`src/rtl/sdh_irq_pkg.sv`:
```
package sdh_irq_pkg;
  localparam int STAT_W = 32;
  localparam int CODE_W = 2;
  localparam int CODE_LSB = 9;
  localparam int WCRC_BIT = 2;
  localparam int NSRC = 19;
  localparam int NRUN = 16;

  localparam logic [STAT_W-1:0] STICKY_MASK = 32'hC300_782F;
  localparam logic [STAT_W-1:0] LEVEL_MASK  = 32'h3C00_01C0;
  localparam logic [STAT_W-1:0] ERR_MASK    = 32'h0000_002F;
  localparam logic [STAT_W-1:0] IEN_MASK    = 32'h0007_F01F;
  localparam logic [STAT_W-1:0] CODE_MASK   = {{(STAT_W-CODE_W){1'b0}}, {CODE_W{1'b1}}} << CODE_LSB;

  // enable index -> source
  typedef enum int {
    SRC_RD_DONE = 0, SRC_WR_DONE = 1, SRC_CMD_END = 2, SRC_BUF_WR = 3,
    SRC_BUF_RD = 4, SRC_DAT0 = 12, SRC_SDIO = 13, SRC_REMOVE = 14,
    SRC_INSERT = 15, WK_SDIO = 16, WK_INSERT = 17, WK_REMOVE = 18
  } src_idx_e;

  function automatic logic [NSRC-1:0] src_vec(input logic [STAT_W-1:0] st, input logic dat0);
    logic [NSRC-1:0] s;
    s = '0;
    s[SRC_RD_DONE] = st[11];
    s[SRC_WR_DONE] = st[12];
    s[SRC_CMD_END] = st[13];
    s[SRC_BUF_WR]  = st[6];
    s[SRC_BUF_RD]  = st[7];
    s[SRC_DAT0]    = dat0;
    s[SRC_SDIO]    = st[14];
    s[SRC_REMOVE]  = st[30];
    s[SRC_INSERT]  = st[31];
    s[WK_SDIO]     = st[14];
    s[WK_INSERT]   = st[31];
    s[WK_REMOVE]   = st[30];
    return s;
  endfunction
endpackage

```
`src/rtl/sdh_sticky_bank.sv`:
```
module sdh_sticky_bank #(
  parameter int W = 32,
  parameter logic [W-1:0] KEEP = '0
) (
  input  logic         clk,
  input  logic         rst_n,
  input  logic [W-1:0] set_i,
  input  logic [W-1:0] clr_i,
  output logic [W-1:0] bits_o
);
  for (genvar i = 0; i < W; i++) begin : g_bit
    if (KEEP[i]) begin : g_ff
      logic q;
      always_ff @(posedge clk or negedge rst_n) begin
        if (!rst_n)        q <= 1'b0;
        else if (set_i[i]) q <= 1'b1;
        else if (clr_i[i]) q <= 1'b0;
      end
      assign bits_o[i] = q;
    end else begin : g_zero
      assign bits_o[i] = 1'b0;
    end
  end


  evt_wins_chk: assert property (@(posedge clk) disable iff (!rst_n)
    (|(set_i & clr_i & KEEP)) |=>
      ((bits_o & $past(set_i & clr_i & KEEP)) == $past(set_i & clr_i & KEEP)));


  w1c_clear_chk: assert property (@(posedge clk) disable iff (!rst_n)
    (|(clr_i & ~set_i & KEEP)) |=> ((bits_o & $past(clr_i & ~set_i & KEEP)) == '0));


  sticky_hold_chk: assert property (@(posedge clk) disable iff (!rst_n)
    (|bits_o) |=> ((bits_o & $past(bits_o & ~clr_i)) == $past(bits_o & ~clr_i)));
endmodule

```
`src/rtl/sdh_crc_code.sv`:
```
module sdh_crc_code #(
  parameter int CW = 2
) (
  input  logic          clk,
  input  logic          rst_n,
  input  logic          err_evt_i,
  input  logic          clr_i,
  input  logic [CW-1:0] code_i,
  output logic [CW-1:0] code_o
);
  always_ff @(posedge clk or negedge rst_n) begin
    if (!rst_n)         code_o <= '0;
    else if (err_evt_i) code_o <= code_i;
    else if (clr_i)     code_o <= '0;
  end


  code_capture_chk: assert property (@(posedge clk) disable iff (!rst_n)
    err_evt_i |=> (code_o == $past(code_i)));


  code_clear_chk: assert property (@(posedge clk) disable iff (!rst_n)
    (clr_i && !err_evt_i) |=> (code_o == '0));
endmodule

```
`src/rtl/sdh_irq_gen.sv`:
```
module sdh_irq_gen
  import sdh_irq_pkg::*;
(
  input  logic              clk,
  input  logic              rst_n,
  input  logic [STAT_W-1:0] stat_i,
  input  logic [STAT_W-1:0] ien_i,
  input  logic              dat0_i,
  output logic              irq_o,
  output logic              wake_o
);
  localparam int NWAKE = NSRC - NRUN;

  logic [NSRC-1:0]  src;
  logic [NRUN-1:0]  run_hit;
  logic [NWAKE-1:0] wake_hit;

  always_comb begin
    src      = src_vec(stat_i, dat0_i);
    run_hit  = src[NRUN-1:0] & ien_i[NRUN-1:0];
    wake_hit = src[NSRC-1:NRUN] & ien_i[NSRC-1:NRUN];
  end

  always_ff @(posedge clk or negedge rst_n) begin
    if (!rst_n) begin
      irq_o  <= 1'b0;
      wake_o <= 1'b0;
    end else begin
      irq_o  <= |run_hit;
      wake_o <= |wake_hit;
    end
  end


  all_masked_chk: assert property (@(posedge clk) disable iff (!rst_n)
    (ien_i == '0) |=> (!irq_o && !wake_o));
endmodule

```
`src/rtl/sdh_irq_status.sv`:
```
module sdh_irq_status
  import sdh_irq_pkg::*;
(
  input  logic              clk,
  input  logic              rst_n,
  input  logic [STAT_W-1:0] evt_pulse,
  input  logic [STAT_W-1:0] lvl_in,
  input  logic [CODE_W-1:0] wcrc_code,
  input  logic              dat0_in,
  input  logic              stat_wr,
  input  logic [STAT_W-1:0] stat_wdata,
  input  logic              ien_wr,
  input  logic [STAT_W-1:0] ien_wdata,
  output logic [STAT_W-1:0] stat_q,
  output logic [STAT_W-1:0] ien_q,
  output logic              err_any,
  output logic              irq,
  output logic              wake
);
  logic [STAT_W-1:0] clr_vec;
  logic [STAT_W-1:0] sticky_q;
  logic [STAT_W-1:0] level_q;
  logic [CODE_W-1:0] code_q;

  assign clr_vec = stat_wr ? stat_wdata : '0;

  sdh_sticky_bank #(.W(STAT_W), .KEEP(STICKY_MASK)) u_sticky (
    .clk(clk), .rst_n(rst_n), .set_i(evt_pulse), .clr_i(clr_vec), .bits_o(sticky_q)
  );

  sdh_crc_code #(.CW(CODE_W)) u_code (
    .clk(clk), .rst_n(rst_n),
    .err_evt_i(evt_pulse[WCRC_BIT]), .clr_i(clr_vec[WCRC_BIT]),
    .code_i(wcrc_code), .code_o(code_q)
  );

  always_ff @(posedge clk or negedge rst_n) begin
    if (!rst_n) level_q <= '0;
    else        level_q <= lvl_in & LEVEL_MASK;
  end

  always_ff @(posedge clk or negedge rst_n) begin
    if (!rst_n)      ien_q <= '0;
    else if (ien_wr) ien_q <= ien_wdata & IEN_MASK;
  end

  assign stat_q  = sticky_q | level_q | (STAT_W'(code_q) << CODE_LSB);
  assign err_any = |(stat_q & ERR_MASK);

  sdh_irq_gen u_irq (
    .clk(clk), .rst_n(rst_n), .stat_i(stat_q), .ien_i(ien_q),
    .dat0_i(dat0_in), .irq_o(irq), .wake_o(wake)
  );


  unused_zero_chk: assert property (@(posedge clk) disable iff (!rst_n)
    (stat_q & ~(STICKY_MASK | LEVEL_MASK | CODE_MASK)) == '0);


  level_follow_chk: assert property (@(posedge clk) disable iff (!rst_n)
    stat_wr |=> ((stat_q & LEVEL_MASK) == ($past(lvl_in) & LEVEL_MASK)));
endmodule

```
`config.mk`:
```
export PLATFORM = sky130hd
export DESIGN_NAME = sdh_irq_status
export DESIGN_NICKNAME = d
export VERILOG_FILES = /design/src/rtl/sdh_irq_pkg.sv /design/src/rtl/sdh_sticky_bank.sv /design/src/rtl/sdh_crc_code.sv /design/src/rtl/sdh_irq_gen.sv /design/src/rtl/sdh_irq_status.sv
export SDC_FILE = /design/constraint.sdc
export NUM_CORES = 1
export LEC_CHECK = 0
export BUFFER_PORTS_ARGS = -buffer_cell sky130_fd_sc_hd__buf_4
export CAP_MARGIN = 20
export CORE_AREA = 2 2 78 80
export CTS_BUF_LIST = sky130_fd_sc_hd__clkbuf_4 sky130_fd_sc_hd__clkbuf_8
export CTS_CLUSTER_DIAMETER = 30
export CTS_CLUSTER_SIZE = 25
export DETAILED_ROUTE_END_ITERATION = 7
export DIE_AREA = 0 0 80 82
export GPL_ROUTABILITY_DRIVEN = 1
export PLACE_DENSITY = 0.71
export SETUP_SLACK_MARGIN = 0.3
export SLEW_MARGIN = 20
export SYNTH_ARGS = -nofsm -noshare
export SYNTH_HDL_FRONTEND = slang
export SYNTH_SLANG_ARGS = --single-unit
```
`constraint.sdc`:
```
create_clock -name clk -period 2 [get_ports clk]
set_clock_uncertainty 0.2 [all_clocks]
set_input_delay 0 -clock clk [delete_from_list [all_inputs] [get_ports clk]]
set_output_delay 0 -clock clk [all_outputs]
set_load 0.05 [all_outputs]
```
==> impl_results.md <==
- Diode count: 0
- VDD IR max: 0.000439 V
- CTS tree: yes
- Initial Util: 28.9%
- Setup crit end kind: flip-flop
- Hold Crit Class: in -> async
- Yosys warns: 0
- Global routing's busiest layer: met2
- Overall Power: 2.11 mW
- Commonest cells in the synthesized netlist: buf_4, dfrtp_1, nand2_1
- Total die area: 6560 um^2
- First-pass GRT wire length: 7040 um
- Clk_lat worst skew: 0.28 ns
- Max Root-Sink Buffers: 2
- WHS: 0.0287 ns
- GR Overflow Total: 0
- Nets: 415
- CP arrival: 1.61 ns
- Clock-pin slew on the worst setup and hold paths: 0.07 ns
- Initial antenna violation count: 0
- Clock buffer count from CTS: 5
- Period minus WS final: 1.59 ns
- Vias in the first global route: 1499
- Fillers: 520
- Status: finished, final reports clean
- DR pass1 iterations: 4
- Top-area cell type share of the netlist area: 54.2%
- Core area: 5750 um^2
- Area contributors post-synth: dfrtp_1, buf_4, mux2_4, a21o_1, nand2_1
- Top Ports: 202
- MaxCap Viol Count: 0
- Post-synth EDFFs: 0
- GR Layer Usage met2: 27.1%
- Hold Fails Final Rpt: 0
- Setup_tns: 0 ns
- Placer Congestion: 0.676
- Flops & latches, synth: 36
- GRT Total Usage: 14.4%
- Layout cells sized above 1: 38.8%
- Leakage Power: 1.41 nW
- PD cells: 719 nW/um^2
- Setup-failing EPs final: 0
- DRC violations left: 0
- RSZ-0062 raised after global routing: no
- Half-perimeter wire length after placement: 2810 um
- Post-synthesis cell count: 136
- FP Rows: 28
- Req. time, crit path: 2.02 ns
- Register area share after synthesis: 54.2%
- Die X: 80 um
- Die height: 82 um
- DR iter-0 viols: 33
- Area of the mapped netlist: 1660 um^2
- Via/cell ratio: 4.01
- Final Max Slew Viols: 0
- Post-route cell area: 2930 um^2
- Period utilization: 79.5%
- Routed len/inst: 12.7 um
- Routed Antenna Nets: 0
- Most frequent cell after synthesis: buf_4
- Crit path kind: in -> reg
- Average cell area after synthesis: 12.2 um^2
- Synth area leader: dfrtp_1
- CTS Sinks: 36
- Synth unique cells: 17
- Met3 usage: 5.05%
- Top FF cell, synth: dfrtp_1
- Postcts setup bufs: 0
- Worst Path Max Fanout: 3
- Critical path launch point type: primary input
- Placed inst area: 2180 um^2
- IO buf count: 88
- WL final: 4530 um
- Area delta synth->final: 76.4%
- Grt met1 use: 14.8%
- Asr flop ratio synth: 100%
- Fmax: 629 MHz
- Largest net degree at the start of global routing: 37
- Final core utilization: 51.0%
- CTS root buf: clkbuf_8
- Htree depth: 2
- Via count: 1426
## per-layer routing
layer  share of wire (%)  vias up  routed length, um
li1                    -      665                  -
met1                  37      673               1670
met2                  53       86               2400
met3                 9.7        2                438
met4                0.51        0                 23
met5                   0        -                  0
## through the flow
step                setup slack (ns)  std cells
floorplan                      0.578        165
global placement               0.762        283
detailed placement             0.727        283
CTS                            0.447        356
global route                   0.376        356
finish                         0.409        356
## what timing repair did
| action | CTS | global route |
|---|---|---|
| hold buffers | 65 | 0 |
| endpoints found under the setup margin | 0 | 0 |
| resized for setup | 0 | 0 |
| endpoints found under the hold margin | 71 | 0 |
## worst max-delay path, cell delays in order
cell and delay, ns:
dlygate4sd3_1 0.55, buf_4 0.13, nand2_1 0.10, nand2_1 0.06, o21ai_0 0.17, dlygate4sd3_1 0.59
## layout by cell type, fill, tap and decap left out
| cell | count |
|---|---|
| dlygate4sd3_1 | 65 |
| a22o_1 | 1 |
| a221oi_2 | 1 |
| mux2_4 | 10 |
| buf_4 | 88 |
| mux2_2 | 2 |
| nor2_1 | 1 |
| inv_1 | 1 |
| nand2_1 | 18 |
| nand3_1 | 1 |
| o21ai_0 | 2 |
| conb_1 | 30 |
| nor3_1 | 1 |
| a222oi_1 | 2 |
| dfrtp_1 | 36 |
| clkbuf_8 | 6 |
| a22oi_1 | 1 |
| clkbuf_4 | 2 |
| a21o_1 | 13 |
## cell families after synthesis
logic type	Yosys count	synth area share, %
simple gates	21	4.89
compound gates	20	9.56
buf+inv	46	20.8
other cells	1	0.226
mux	12	10.4
flops	36	54.2
## sequential cells by signal (all words and copies together) (netlist names)
signal and count:
u_sticky.g_bit.g_ff.q 13, level_q 7, u_irq.wake_o 1, u_code.code_o 2, ien_q 12, u_irq.irq_o 1
## area by class of cell
| cell class | instances | area (um^2) | share of cell area, % |
|---|---|---|---|
| well taps | 75 | 93.8 | 3.20 |
| clock buffers | 8 | 97.6 | 3.33 |
| flip-flops and latches | 36 | 901 | 30.7 |
| repair buffers | 153 | 1310 | 44.7 |
| inverters | 1 | 3.75 | 0.128 |
| multi-input cells | 83 | 526 | 17.9 |
## where the power goes
group          internal, mW  switching [mW]  total [mW]  leakage (nW)
logic                 0.293           0.431       0.724         0.964
registers             0.783          0.0460       0.829         0.396
clock network         0.308           0.246       0.554        0.0523
## final timing paths
path | slack [ns] | from | end | cells past startpoint
worst max register to register | 0.44 | ien_q[0] | ien_q[0] | 2
min in group clk | 0.16 | lvl_in[27] | level_q[27] | 2
worst max-delay path | 0.41 | stat_wdata[2] | u_code.code_o[0] | 6
worst min-delay path | 0.03 | rst_n | u_sticky.g_bit[30].g_ff.q | 2
worst min register to register | 0.34 | u_code.code_o[1] | u_code.code_o[1] | 2
max in group asynchronous | 1.25 | rst_n | u_irq.irq_o | 2
No activity file was read; power rests on OpenSTA's default activity.
